==> config.mk <==
export PLATFORM = sky130hd
export DESIGN_NAME = bus_read_master
export DESIGN_NICKNAME = d
export VERILOG_FILES = /design/src/rtl/brm_pkg.sv /design/src/rtl/brm_sync.sv /design/src/rtl/brm_wait_timer.sv /design/src/rtl/bus_read_master.sv
export SDC_FILE = /design/constraint.sdc
export NUM_CORES = 1
export LEC_CHECK = 0
export ABC_AREA = 1
export BUFFER_PORTS_ARGS = -buffer_cell sky130_fd_sc_hd__buf_2
export CORE_UTILIZATION = 54
export DETAILED_ROUTE_END_ITERATION = 8
export PLACE_DENSITY_LB_ADDON = 0.1
export SETUP_SLACK_MARGIN = 0.1
export SYNTH_ARGS = -nofsm -noshare
export SYNTH_HDL_FRONTEND = slang
export SYNTH_SLANG_ARGS = --single-unit
==> constraint.sdc <==
create_clock -name clk -period 3.3 [get_ports clk]
set_input_delay 0.495 -clock clk [delete_from_list [all_inputs] [get_ports clk]]
set_output_delay 0.495 -clock clk [all_outputs]
set_load 0.005 [all_outputs]
==> src/rtl/brm_pkg.sv <==
package brm_pkg;

  typedef enum logic [3:0] {
    ST_IDLE, ST_S0, ST_S1, ST_S2, ST_S3, ST_S4,
    ST_S5, ST_S6, ST_S7, ST_WL, ST_WH
  } brm_state_e;

  typedef enum logic [1:0] {
    RSP_OK     = 2'd0,
    RSP_BERR   = 2'd1,
    RSP_PERIPH = 2'd2
  } brm_rsp_e;

  // Active-high strobe enables {upper, lower} for a read.
  function automatic logic [1:0] strobe_pick(input logic word, input logic a0);
    if (word) return 2'b11;
    return a0 ? 2'b01 : 2'b10;
  endfunction

  // Bus clock level that belongs to a state.
  function automatic logic phase_high(input brm_state_e st);
    return (st == ST_S0) || (st == ST_S2) || (st == ST_S4) ||
           (st == ST_S6) || (st == ST_WH);
  endfunction

  // Strobes active from S2 through S6, wait states included.
  function automatic logic strobe_window(input brm_state_e st);
    return (st == ST_S2) || (st == ST_S3) || (st == ST_S4) || (st == ST_S5) ||
           (st == ST_S6) || (st == ST_WL) || (st == ST_WH);
  endfunction

  // Termination priority: error, acknowledge, peripheral, watchdog.
  function automatic brm_rsp_e term_status(input logic err, input logic ack,
                                           input logic vpa);
    if (err) return RSP_BERR;
    if (ack) return RSP_OK;
    if (vpa) return RSP_PERIPH;
    return RSP_BERR;
  endfunction

endpackage

==> src/rtl/brm_sync.sv <==
module brm_sync #(
  parameter int W      = 3,
  parameter int STAGES = 2
) (
  input  logic         clk,
  input  logic         rst_n,
  input  logic [W-1:0] d,
  output logic [W-1:0] q
);
  logic [W-1:0] stage_q [STAGES];

  for (genvar s = 0; s < STAGES; s++) begin : g_stage
    always_ff @(posedge clk or negedge rst_n) begin
      if (!rst_n)      stage_q[s] <= '1;
      else if (s == 0) stage_q[s] <= d;
      else             stage_q[s] <= stage_q[(s == 0) ? 0 : s-1];
    end
  end

  assign q = stage_q[STAGES-1];
endmodule

==> src/rtl/brm_wait_timer.sv <==
module brm_wait_timer #(
  parameter int WW = 8
) (
  input  logic          clk,
  input  logic          rst_n,
  input  logic          clr,
  input  logic          inc,
  input  logic [WW-1:0] limit,
  output logic          expired
);
  logic [WW-1:0] cnt_q;

  always_ff @(posedge clk or negedge rst_n) begin
    if (!rst_n)   cnt_q <= '0;
    else if (clr) cnt_q <= '0;
    else if (inc) cnt_q <= cnt_q + 1'b1;
  end

  assign expired = (cnt_q >= limit);
endmodule

==> src/rtl/bus_read_master.sv <==
module bus_read_master
  import brm_pkg::*;
#(
  parameter int AW          = 24,
  parameter int DW          = 16,
  parameter int WW          = 8,
  parameter int SYNC_STAGES = 2
) (
  input  logic          clk,
  input  logic          rst_n,
  input  logic          req_valid,
  output logic          req_ready,
  input  logic [AW-1:0] req_addr,
  input  logic [2:0]    req_fc,
  input  logic          req_word,
  input  logic [WW-1:0] wait_limit,
  output logic          rsp_valid,
  output logic [DW-1:0] rsp_data,
  output logic [1:0]    rsp_status,
  output logic          bus_clk,
  output logic [2:0]    bus_fc,
  output logic          bus_rw,
  output logic [AW-2:0] bus_addr,
  output logic          bus_addr_oe,
  output logic          bus_as_n,
  output logic          bus_uds_n,
  output logic          bus_lds_n,
  input  logic [DW-1:0] bus_data_in,
  input  logic          bus_dtack_n,
  input  logic          bus_berr_n,
  input  logic          bus_vpa_n
);
  localparam int BW = DW / 2;

  // Lane selection for a returned read.
  function automatic logic [DW-1:0] lane_pick(input logic [DW-1:0] d,
                                              input logic word, input logic a0);
    if (word) return d;
    return a0 ? {{BW{1'b0}}, d[BW-1:0]} : {{BW{1'b0}}, d[DW-1:BW]};
  endfunction

  brm_state_e    state_q, state_d;
  logic          clk_q;
  logic [AW-1:0] addr_q;
  logic [2:0]    fc_q;
  logic          word_q;
  brm_rsp_e      stat_q;
  logic [DW-1:0] data_q;
  logic          rsp_valid_q;

  // Named internal events
  logic       accept;
  logic       decide;
  logic       term_ok, term_err, term_vpa;
  logic       expired;
  logic       decide_end;
  logic       latch_en;
  logic [2:0] sync_q;
  logic [1:0] strobe_en;

  brm_sync #(.W(3), .STAGES(SYNC_STAGES)) u_sync (
    .clk   (clk),
    .rst_n (rst_n),
    .d     ({bus_vpa_n, bus_berr_n, bus_dtack_n}),
    .q     (sync_q)
  );

  assign term_ok  = !sync_q[0];
  assign term_err = !sync_q[1];
  assign term_vpa = !sync_q[2];

  assign req_ready  = (state_q == ST_IDLE) && !clk_q;
  assign accept     = req_valid && req_ready;
  assign decide     = (state_q == ST_S4) || (state_q == ST_WH);
  assign decide_end = term_ok || term_err || term_vpa || expired;
  assign latch_en   = (state_q == ST_S6);

  brm_wait_timer #(.WW(WW)) u_timer (
    .clk     (clk),
    .rst_n   (rst_n),
    .clr     (accept),
    .inc     (decide && !decide_end),
    .limit   (wait_limit),
    .expired (expired)
  );

  always_comb begin
    state_d = state_q;
    unique case (state_q)
      ST_IDLE: if (accept) state_d = ST_S0;
      ST_S0:   state_d = ST_S1;
      ST_S1:   state_d = ST_S2;
      ST_S2:   state_d = ST_S3;
      ST_S3:   state_d = ST_S4;
      ST_S4,
      ST_WH:   state_d = decide_end ? ST_S5 : ST_WL;
      ST_WL:   state_d = ST_WH;
      ST_S5:   state_d = ST_S6;
      ST_S6:   state_d = ST_S7;
      ST_S7:   state_d = ST_IDLE;
      default: state_d = ST_IDLE;
    endcase
  end

  always_ff @(posedge clk or negedge rst_n) begin
    if (!rst_n) begin
      state_q     <= ST_IDLE;
      clk_q       <= 1'b0;
      addr_q      <= '0;
      fc_q        <= '0;
      word_q      <= 1'b0;
      stat_q      <= RSP_OK;
      data_q      <= '0;
      rsp_valid_q <= 1'b0;
    end else begin
      state_q     <= state_d;
      clk_q       <= !clk_q;
      rsp_valid_q <= (state_q == ST_S7);
      if (accept) begin
        addr_q <= req_addr;
        fc_q   <= req_fc;
        word_q <= req_word;
      end
      if (decide && decide_end)
        stat_q <= term_status(term_err, term_ok, term_vpa);
      if (latch_en)
        data_q <= (stat_q == RSP_OK) ? lane_pick(bus_data_in, word_q, addr_q[0]) : '0;
    end
  end

  assign strobe_en   = strobe_pick(word_q, addr_q[0]);
  assign bus_clk     = clk_q;
  assign bus_rw      = 1'b1;
  assign bus_fc      = (state_q == ST_IDLE) ? 3'd0 : fc_q;
  assign bus_addr    = addr_q[AW-1:1];
  assign bus_addr_oe = (state_q != ST_IDLE) && (state_q != ST_S0);
  assign bus_as_n    = !strobe_window(state_q);
  assign bus_uds_n   = !(strobe_window(state_q) && strobe_en[1]);
  assign bus_lds_n   = !(strobe_window(state_q) && strobe_en[0]);
  assign rsp_valid   = rsp_valid_q;
  assign rsp_data    = data_q;
  assign rsp_status  = stat_q;
endmodule

Word level (Yosys, flattened, before mapping)
Cells that the tools add are included.

Register bits after elaboration: 66. Input port bits: 58. Logic and storage cells: 85.

Add/subtract/negate cells: 1. $lt $le $gt $ge: 1. Equal/unequal tests: 12. Muxes and demuxes: 30. Reduce and logical (&&, ||, !) cells: 30.

Operator list (count): two-way mux 16 bit (3); one-hot mux 4 bit (9 select lines) (1); two-way mux 8 bit (3); two-way mux 2 bit (9); equality test 4 x 3 -> 1 bit, second input constant (4); equality test 4 bit, second input constant (3); two-way mux 1 bit (11); logical OR 1 bit (10); adder 8 x 1 -> 8 bit, second input constant (1); equality test 4 x 2 -> 1 bit, second input constant (2); greater-or-equal comparator 8 bit (1); zero test 1 bit (8); two-way mux 4 bit (2); logical AND 1 bit (7); equality test 4 x 1 -> 1 bit, second input constant (1); zero test 4 bit (1); != test 4 x 1 -> 1 bit, second input constant (1); nonzero test 4 bit (1); two-way mux 3 bit (1); zero test 2 bit (1); != test 2 bit, second input constant (1); nonzero test 2 bit (1); OR reduction 2 bit (1).

Logic depth before layout (Yosys ltp)
Gate-level depths: netlist (run 1).

Word-level depth: 14. Mapped depth: 12.

Hierarchy
Synthesis (run 1) repeated with hierarchy kept, for this count alone.

Cell total of the unflattened synthesis: 410. Area total of the unflattened synthesis: 3299.4 µm².

Modules (own cells, without submodules): bus_read_master (times used 1, cells each 312, area each 2477.4 µm², sequential area each 1301.2 µm²); brm_wait_timer (times used 1, cells each 89, area each 641.9 µm², sequential area each 200.2 µm²); brm_sync (times used 1, cells each 9, area each 180.2 µm², sequential area each 157.7 µm²).

Worst setup path before layout (run 1)
Ideal clock, no wire load.

Path type: input-to-reg. From: input port wait_limit[5]. To: register u_timer.cnt_q[0]. Library setup time: 117 ps. Arrival time: 1514 ps. Required time: 3183 ps. Setup slack: 1670 ps. Stages: 9. Path buffers: 1. Cell sequence: inv_1 > ha_1 > a21oi_1 > nor2_1 > nor2_1 > nand3_2 > buf_4 > nand3_1 > nand2_1.

Cells in the longest elaborated chain, start to end: 5.

Ends and longest elaborated chain: start: declaration (line bus_read_master.sv:16) `input logic [WW-1:0] wait_limit,`; greater-or-equal comparator 8 bit (line brm_wait_timer.sv:19) `assign expired = (cnt_q >= limit);`; logical OR 1 bit (line bus_read_master.sv:75) `assign decide_end = term_ok || term_err || term_vpa || expired;`; zero test 1 bit (line bus_read_master.sv:82) `.inc (decide && !decide_end),`; logical AND 1 bit (line bus_read_master.sv:82); nonzero test 2 bit (no source line); end signal: assignment (line brm_wait_timer.sv:16) `else if (inc) cnt_q <= cnt_q + 1'b1;`; end: declaration (line brm_wait_timer.sv:11) `logic [WW-1:0] cnt_q;`.

No other way between the ends. A chain may end at the register's enable or synchronous reset.

Worst setup path in the final report (run 1)
From: register state_q[0]. To: output port bus_uds_n.

Cells in the longest elaborated chain, start to end: 9.

Ends and longest elaborated chain: start: declaration (line bus_read_master.sv:42) `brm_state_e state_q, state_d;`; start signal: assignment (line bus_read_master.sv:116) `state_q <= state_d;`; equality test 4 x 2 -> 1 bit or equality test 4 x 3 -> 1 bit (tied branches) (line brm_pkg.sv:28) `return (st == ST_S2) || (st == ST_S3) || (st == ST_S4) || (st == ST_S5) ||`; logical OR 1 bit (4 in series) (line brm_pkg.sv:28); logical OR 1 bit (line brm_pkg.sv:29) `(st == ST_S6) || (st == ST_WL) || (st == ST_WH);`; logical OR 1 bit (*) (line brm_pkg.sv:29); logical AND 1 bit (*) (line bus_read_master.sv:138) `assign bus_uds_n = !(strobe_window(state_q) && strobe_en[1]);`; zero test 1 bit (*) (line bus_read_master.sv:138); end: declaration (line bus_read_master.sv:26) `output logic bus_uds_n,`.

Mark *: on every way between the ends. The rest lies on a longest branch, timed or not.

==> results of run 1 <==
## cell usage after synthesis
library cell    n  share of area (%)
nand2_1       149                 17
dfrtp_1        60                 46
inv_1          35                4.0
buf_4          25                5.8
o21ai_0        25                3.8
nor2_1         21                2.4
nand3_1        15                2.3
ha_1            9                3.5
mux2i_1         8                2.5
dfstp_2         6                4.8
buf_2           5               0.77
a21oi_1         4               0.61
nand4_1         4               0.77
buf_6           3                1.0
clkbuf_1        2               0.23
inv_2           2               0.23
nor2_2          2               0.38
o211ai_1        2               0.46
xnor2_1         2               0.54
a21boi_0        1               0.23
a21oi_2         1               0.27
clkinv_1        1               0.12
conb_1          1               0.12
nand2_2         1               0.19
nand2_4         1               0.35
nand3_2         1               0.31
nor2_4          1               0.35
nor3_1          1               0.15
o21ai_2         1               0.27
xor2_1          1               0.27
## layout make-up
class,count,area (um^2),share of cell area [%]
repair buffers,109,548,14.2
clock inverters,6,90.1,2.33
flip-flops and latches,66,1660,43.0
multi-input cells,251,1200,31.2
well taps,72,90.1,2.33
clock buffers,10,128,3.31
inverters,38,143,3.70
## kinds of logic after synthesis
logic type	synth area share [%]
AOI/OAI and AO/OA	5.68
other	0.115
muxes	2.46
and+or+nand+nor	24.4
adders and majority gates	3.46
buffers and inverters	12.2
DFF	50.9
xor gates and xnor gates	0.807
## power by group
| group | switching, mW | internal [mW] |
|---|---|---|
| Combinational | 0.503 | 0.439 |
| Clock | 0.319 | 0.428 |
| Sequential | 0.199 | 1.10 |
| Total | 1.02 | 1.96 |
## registers in the layout (all words and copies together) (netlist names), 2 cells and up
| register | count |
|---|---|
| u_sync.stage_q | 3 |
| rsp_data | 16 |
| fc_q | 3 |
| state_q | 4 |
| u_sync.q | 3 |
| rsp_status | 2 |
| addr_q | 24 |
| u_timer.cnt_q | 8 |
## stage by stage
step           worst slack, ns  utilization (%)  cells  cell area [um^2]  total power [mW]
2_1_floorplan             1.67                -    390              3260              1.98
6_report                  1.21             68.0    552              3860              2.98
5_1_grt                   1.01             68.0    552              3860              3.21
4_1_cts                   1.19             68.0    552              3860              3.01
3_5_place_dp              1.27             64.2    536              3640              2.26
3_3_place_gp              1.29             64.2    536              3640              2.23
## worst reg2reg max path, cell delays in order (launching register included)
cell and delay, ns:
dfrtp_1 0.46, nor2_1 0.13, nand2_1 0.13, nor2_4 0.14, nand2_4 0.24, inv_2 0.55, a21oi_1 0.12, nand2_1 0.10
nand2_1 0.05
## how the worst min path moves through the flow
stage	cells past startpoint	endpoint	slack (ns)
global route	1	u_sync.stage_q[5]	0.22
CTS	1	u_sync.stage_q[4]	0.23
floorplan	0	addr_q[0]	0.20
detailed placement	0	u_sync.q[2]	0.35
finish	1	u_sync.stage_q[5]	0.24
global placement	0	u_sync.q[2]	0.35
## routing by layer
metal	vias to the layer above	part of all wire, %
met1	1227	46
met2	86	46
li1	1354	-
met3	11	6.5
met4	0	1.6
met5	-	0
==> reports/qor.yml, run 1 <==
critical_path:
  cp-endpoint: "bus_uds_n"
  crit_arrival_ns: 1.60
  worstSetupStartpoint: "state_q[0]"
  worstPathCellList: "inv_2 -> nor2_1 -> inv_1 -> nor2_1 -> inv_1 -> nand4_1 -> o21ai_0 -> buf_2"
  r2r_end: "u_timer.cnt_q[5]"
  path_max_fanout: 7
  path_class: "reg -> out"
  crit_required_ns: 2.80
  cp.buffers_inverters: 4
  r2r_cells: 8
  r2r_slack_ns: 1.27
  cp_top_family: "flip-flops"
  worst-path-stages: 8
  rr_startpoint: "state_q[0]"
  cp_slowest_stage_delay_ns: 0.46
  end_kind: "primary output"
  slowest_stage: "dfrtp_1"
  startpoint_type: "flop"
power:
  p_leak_nw: 2.20
  powerDensity_nw_per_um2: 773
  peakVddDrop_uv: 455
floorplanning:
  design.die.area_um2: 6350
  die_w_um: 79.7
  core_area_um2: 5680
  num_rows: 27
  die_h_um: 79.7
  ios: 110
  start_util_pct: 57.4
detailed_routing:
  dr.pass1.iters: 6
  drcViolationCount: 0
  wirelength_mm: 6.69
  dr_total_vias: 2678
  ant_nets: 0
  vias_per_cell: 4.85
  drt_iter0_markers: 126
  routedWlPerCell_um: 12.1
grt:
  grt_pass1_wl_mm: 10.7
  grt_busiest_layer: "met2"
  grt_pass1_vias: 2469
  use_met2_pct: 35.0
  antenna_found_initial: 0
  grt-ovfl-total: 0
  track_usage_pct: 22.3
  grt_util_met3_pct: 6.86
  grt_max_degree: 67
  grtUsageMet1_pct: 28.3
sta:
  rsz0062_at_grt: "false"
  tightest_slew_ns: 0.815
  min_period_ns: 2.09
  fin_worst_skew_ns: 0.00787
  fin_crit_sh_pct: 63.4
  slew_headroom_pct: 45.7
  finalMaxSlewViolations: 0
  setup_viol: 0
  fin_hold_ws_ns: 0.245
  max_freq_ghz: 0.478
  finalSetupTns_ns: 0
  hold_violations: 0
finish:
  fin_nets: 542
  final_cell_mix: "nand2_1, buf_2, dfrtp_1, inv_1, o21ai_0"
  area_growth_pct: 18.5
  layout-drive-gt1-share_pct: 29.2
  diodes: 0
  fillers: 475
  final_common_cell: "nand2_1"
yosys:
  syn_area_um2: 3260
  ys_seq_area_share_pct: 50.9
  yosys_warnings: 0
  yosysUniqueCellTypes: 30
  synthesis.nets: 457
  synth_cells: 390
  syn_avg_cell_area_um2: 8.35
  ys_ff_latch: 66
placement:
  gp_congestion: 0.762
  dp_hpwl_mm: 4.66
  portBuffers: 108
hold_path:
  hp-start: "bus_vpa_n"
  worstHoldPathType: "in -> reg"
job:
  cap_violations: 0
clock_tree:
  holdBufCountCts: 0
  tritoncts: "done"
  ctsResizeCount: 0
  h-tree-depth: 3
  path_clk_slew_ns: 0.07
  post_cts_buffers: 0
  clk_path_buf_depth: 2
  clock_latency_ns: 0.34
  numCtsBuffers: 9
  clock-sinks: 66
  cts_root_buf: "clkbuf_8"
status:
  outcome: "complete, no violations"
No activity file was read; power rests on OpenSTA's default activity.
==> run 2: changes to the inputs <==
CORE_UTILIZATION = 45   (was 54)
clock period = 1.85 ns   (was 3.3 ns; I/O delays follow)
==> reports/qor.yml, run 2 (same netlist as run 1, synthesis figures left out) <==
floorplanning:
  design.die.area_um2: 7580
  core_area_um2: 6910
  die_h_um: 87.1
  num_rows: 30
  start_util_pct: 47.2
  die_w_um: 87.1
  ios: 110
critical_path:
  worstPathCellList: "inv_2 -> nor2_1 -> inv_1 -> nor2_1 -> inv_1 -> nand4_1 -> buf_4 -> inv_2 -> buf_6"
  crit_required_ns: 1.57
  end_kind: "primary output"
  cp_top_family: "buffers and inverters"
  crit_arrival_ns: 1.53
  worst-path-stages: 9
  cp_slowest_stage_delay_ns: 0.45
  r2r_cells: 10
  path_class: "reg -> out"
  cp.buffers_inverters: 6
  slowest_stage: "dfrtp_2"
  path_max_fanout: 5
  startpoint_type: "flop"
power:
  powerDensity_nw_per_um2: 1350
  peakVddDrop_uv: 843
  p_leak_nw: 2.33
  power_mw: 5.65
clock_tree:
  clk_path_buf_depth: 2
  numCtsBuffers: 9
  tritoncts: "done"
  clock_latency_ns: 0.34
  cts_root_buf: "clkbuf_8"
  clock-sinks: 66
  h-tree-depth: 3
  path_clk_slew_ns: 0.08
grt:
  grt-ovfl-total: 0
  antenna_found_initial: 0
  grt_pass1_wl_mm: 11.5
  use_met2_pct: 31.6
  grtUsageMet1_pct: 25.2
  grt_max_degree: 30
  grt_busiest_layer: "met2"
  grt_util_met3_pct: 5.40
  grt_pass1_vias: 2583
  track_usage_pct: 19.7
sta:
  fin_hold_ws_ns: 0.0361
  fin_crit_sh_pct: 98.0
  tightest_slew_ns: 0.502
  rsz0062_at_grt: "true"
  finalMaxSlewViolations: 0
  setup_ws_ns: 0.0377
  max_freq_ghz: 0.552
  fin_worst_skew_ns: 0.00744
  setup_viol: 0
  hold_violations: 0
  finalSetupTns_ns: 0
  min_period_ns: 1.81
  slew_headroom_pct: 66.5
placement:
  gp_congestion: 0.824
  placed_cells: 568
  place_area_um2: 3760
  dp_hpwl_mm: 4.98
  portBuffers: 108
  pre_cts_slack_ns: 0.0743
finish:
  fillers: 656
  diodes: 0
  fin_cells: 597
  final_common_cell: "nand2_1"
  final_cell_area_um2: 4180
  largest_reg_flops: 24
  area_growth_pct: 28.3
  final_cell_mix: "nand2_1, buf_2, dfrtp_1, inv_1, o21ai_0"
  layout-drive-gt1-share_pct: 34.1
  top_register: "addr_q"
  fin_nets: 563
  post-route-util_pct: 60.5
detailed_routing:
  routedWlPerCell_um: 11.8
  vias_per_cell: 4.63
  drt_iter0_markers: 120
  dr_total_vias: 2762
  drcViolationCount: 0
  ant_nets: 0
  wirelength_mm: 7.06
  dr.pass1.iters: 4
hold_path:
  hold_depth: 1
  worstHoldPathType: "in -> reg"
status:
  outcome: "complete, no violations"
job:
  cap_violations: 0
==> run 2: metal layers <==
metal  part of all wire (%)  up-vias
li1                       -     1397
met1                     46     1258
met2                     46       94
met3                    6.4       13
met4                    1.9        0
met5                      0        -
==> run 2: power breakdown <==
part           switching (mW)  internal [mW]  total (mW)  leakage, nW
clock                   0.549          0.834        1.38        0.117
sequential              0.329           1.96        2.29        0.827
combinational            1.01          0.974        1.98         1.38
total                    1.89           3.76        5.65         2.33
==> run 2: cell type report <==
class | count | area [um^2] | share of cell area (%)
clock inverters | 4 | 73.8 | 1.77
inverters | 38 | 155 | 3.71
clock buffers | 12 | 155 | 3.71
flip-flops and latches | 66 | 1660 | 39.7
repair buffers | 130 | 773 | 18.5
multi-input cells | 251 | 1240 | 29.7
well taps | 96 | 120 | 2.87
==> run 2: worst register-to-register path, cell delays in order (launching register included) <==
cell     delay [ns]
dfrtp_2        0.42
inv_2          0.05
nor2_1         0.08
inv_1          0.06
buf_4          0.14
buf_4          0.13
o21ai_2        0.28
nand3_4        0.20
nand2_2        0.19
nand2_1        0.07
nand2_1        0.05
==> run 2: final timing paths <==
kind                       slack (ns)              start           endpoint
max                              0.04         state_q[0]           bus_as_n
min                              0.04          bus_vpa_n  u_sync.stage_q[5]
max reg2reg                      0.12         state_q[0]   u_timer.cnt_q[6]
min reg2reg                      0.36  u_sync.stage_q[3]        u_sync.q[0]
max in group asynchronous        0.81              rst_n         state_q[0]
min in group asynchronous        0.45              rst_n        rsp_data[9]
==> run 2: what timing repair did <==
action                                 4_1_cts  5_1_grt
endpoints found under the hold margin       11        0
setup buffers                                5        6
pin swaps                                    0        4
resized for setup                            5       19
setup endpoints to repair                   10       45
gates cloned                                 0        1
hold buffers                                 1        0
==> run 3: changes to the inputs <==
CORE_UTILIZATION = 50   (was 45)
SETUP_SLACK_MARGIN = 0.2   (was 0.1)
clock period = 1.8 ns   (was 1.85 ns; I/O delays follow)
==> reports/qor.yml, run 3 (same netlist as run 1, synthesis figures left out) <==
grt:
  antenna_found_initial: 1
  grt_pass1_wl_mm: 11.0
  grt_max_degree: 67
  grt_pass1_vias: 2439
  grt-ovfl-total: 0
  track_usage_pct: 21.8
finish:
  fin_cells: 595
  final_cell_area_um2: 4380
  top_register: "addr_q"
  area_growth_pct: 34.4
  layout-drive-gt1-share_pct: 40.3
  largest_reg_flops: 24
  final_cell_mix: "nand2_1, buf_2, dfrtp_1, inv_1, buf_4"
  final_common_cell: "nand2_1"
  diodes: 0
  fin_nets: 580
  fillers: 519
critical_path:
  cp-endpoint: "bus_uds_n"
  r2r_end: "u_timer.cnt_q[5]"
  path_class: "reg -> out"
  path_max_fanout: 4
  crit_required_ns: 1.53
  slowest_stage: "dfrtp_1"
  cp_slowest_stage_delay_ns: 0.41
  cp.buffers_inverters: 3
  worst-path-stages: 6
  end_kind: "primary output"
  worstPathCellList: "inv_2 -> buf_4 -> nand2_2 -> nand4_1 -> o21ai_1 -> buf_2"
  cp_top_family: "flip-flops"
  r2r_slack_ns: 0.15
  rr_startpoint: "state_q[0]"
  r2r_cells: 9
  worstSetupStartpoint: "state_q[3]"
  crit_arrival_ns: 1.52
  startpoint_type: "flop"
floorplanning:
  num_rows: 29
  start_util_pct: 51.6
  ios: 110
  design.die.area_um2: 6840
  core_area_um2: 6310
  die_w_um: 82.7
  die_h_um: 82.7
power:
  p_sw_share_pct: 34.6
  p_int_mw: 3.75
  powerDensity_nw_per_um2: 1310
  peakVddDrop_uv: 849
  p_leak_nw: 2.40
  switchingPower_mw: 1.99
  pwr-share-clk_pct: 21.2
  power_frac_seq_pct: 40.7
  combPwrFrac_pct: 38.1
placement:
  placed_cells: 550
  portBuffers: 108
  gp_congestion: 0.834
  dp_hpwl_mm: 4.66
  place_area_um2: 3740
detailed_routing:
  routedWlPerCell_um: 12.8
  ant_nets: 0
  vias_per_cell: 4.84
  dr_total_vias: 2881
  wirelength_mm: 7.63
  drt_iter0_markers: 156
  drcViolationCount: 0
  dr.pass1.iters: 4
sta:
  tightest_slew_ns: 0.521
  setup_viol: 0
  min_period_ns: 1.79
  slew_headroom_pct: 65.2
  finalMaxSlewViolations: 0
  max_freq_ghz: 0.559
  fin_crit_sh_pct: 99.3
  fin_hold_ws_ns: 0.0315
  rsz0062_at_grt: "true"
  fin_worst_skew_ns: 0.0105
  hold_violations: 0
clock_tree:
  clock_latency_ns: 0.34
  cts_root_buf: "clkbuf_8"
  tritoncts: "done"
  clk_path_buf_depth: 2
  clock-sinks: 66
  path_clk_slew_ns: 0.07
  numCtsBuffers: 9
  h-tree-depth: 3
status:
  outcome: "complete, no violations"
hold_path:
  worstHoldPathType: "in -> reg"
job:
  cap_violations: 0
run 3: changes by cell type in the layout (fill, tap and decap cells not counted), moves of 2 or more:
| cell | delta |
|---|---|
| nand2_2 | +13 |
| ha_4 | +3 |
| nand2_1 | -15 |
| clkbuf_1 | +2 |
| dfrtp_2 | +2 |
| buf_6 | +2 |
| nand3_2 | +2 |
| ha_1 | -3 |
| buf_4 | +14 |
| nor2_1 | -2 |
| dfrtp_1 | -2 |
run 3: worst min-delay path by stage:
| stage | from | endpoint | slack [ns] | cells after the start |
|---|---|---|---|---|
| after floorplan | rst_n | addr_q[0] | -0.03 | 0 |
| after detailed placement | rst_n | addr_q[12] | 0.31 | 2 |
| final | bus_vpa_n | u_sync.stage_q[5] | 0.03 | 1 |
| after global routing | bus_vpa_n | u_sync.stage_q[5] | 0.01 | 1 |
| after global placement | rst_n | addr_q[12] | 0.31 | 2 |
| after CTS | bus_vpa_n | u_sync.stage_q[5] | 0.01 | 1 |
run 3: layout make-up:
class / count / area [um^2] / share of cell area (%)
Clock buffer: 13 / 149 / 3.40
Timing Repair Buffer: 146 / 906 / 20.7
Clock inverter: 3 / 42.5 / 0.972
Multi-Input combinational cell: 252 / 1370 / 31.2
Tap cell: 77 / 96.3 / 2.20
Sequential cell: 66 / 1660 / 38.0
Inverter: 38 / 155 / 3.54
run 3: stage by stage:
stage / utilization [%] / TNS, ns / power (mW) / setup slack [ns]
final: 69.3 / 0 / 5.74 / 0.0126
after global routing: 69.3 / -0.123 / 6.19 / -0.0603
after CTS: 64.6 / 0 / 5.61 / 0.0490
after detailed placement: 59.3 / -0.0175 / 4.18 / -0.00999
after global placement: 59.3 / 0 / 4.15 / 0.0944
after floorplan: - / 0 / 3.62 / 0.295
run 3: what timing repair did:
| item | in CTS | in global routing |
|---|---|---|
| hold endpoints to repair | 60 | 0 |
| resized for setup | 17 | 35 |
| hold buffers | 1 | 0 |
| endpoints found under the setup margin | 45 | 59 |
| buffers inserted | 12 | 13 |
| cloned | 1 | 2 |
| pin swaps | 4 | 12 |
run 3: power by group through the flow:
stage	registers (mW)	clock network (mW)	logic (mW)
2_1_floorplan	2.32	0	1.30
3_3_place_gp	2.31	0	1.84
3_5_place_dp	2.32	0	1.86
4_1_cts	2.31	1.24	2.05
5_1_grt	2.40	1.32	2.47
6_report	2.34	1.22	2.18
run 3: metal layers:
metal | GRT usage (%) | part of all wire (%)
met5 | 0 | 0.17
met4 | 10.3 | 1.9
met3 | 8.02 | 6.6
met2 | 34.3 | 48
met1 | 26.5 | 43
run 3: worst register-to-register path, delay by kind of cell, from the launching register on:
| family | cells | cell delay, ns |
|---|---|---|
| buffers and inverters | 3 | 0.26 |
| flip-flops | 1 | 0.42 |
| AND/OR/NAND/NOR | 5 | 0.57 |
| AO/OA/AOI/OAI | 1 | 0.35 |
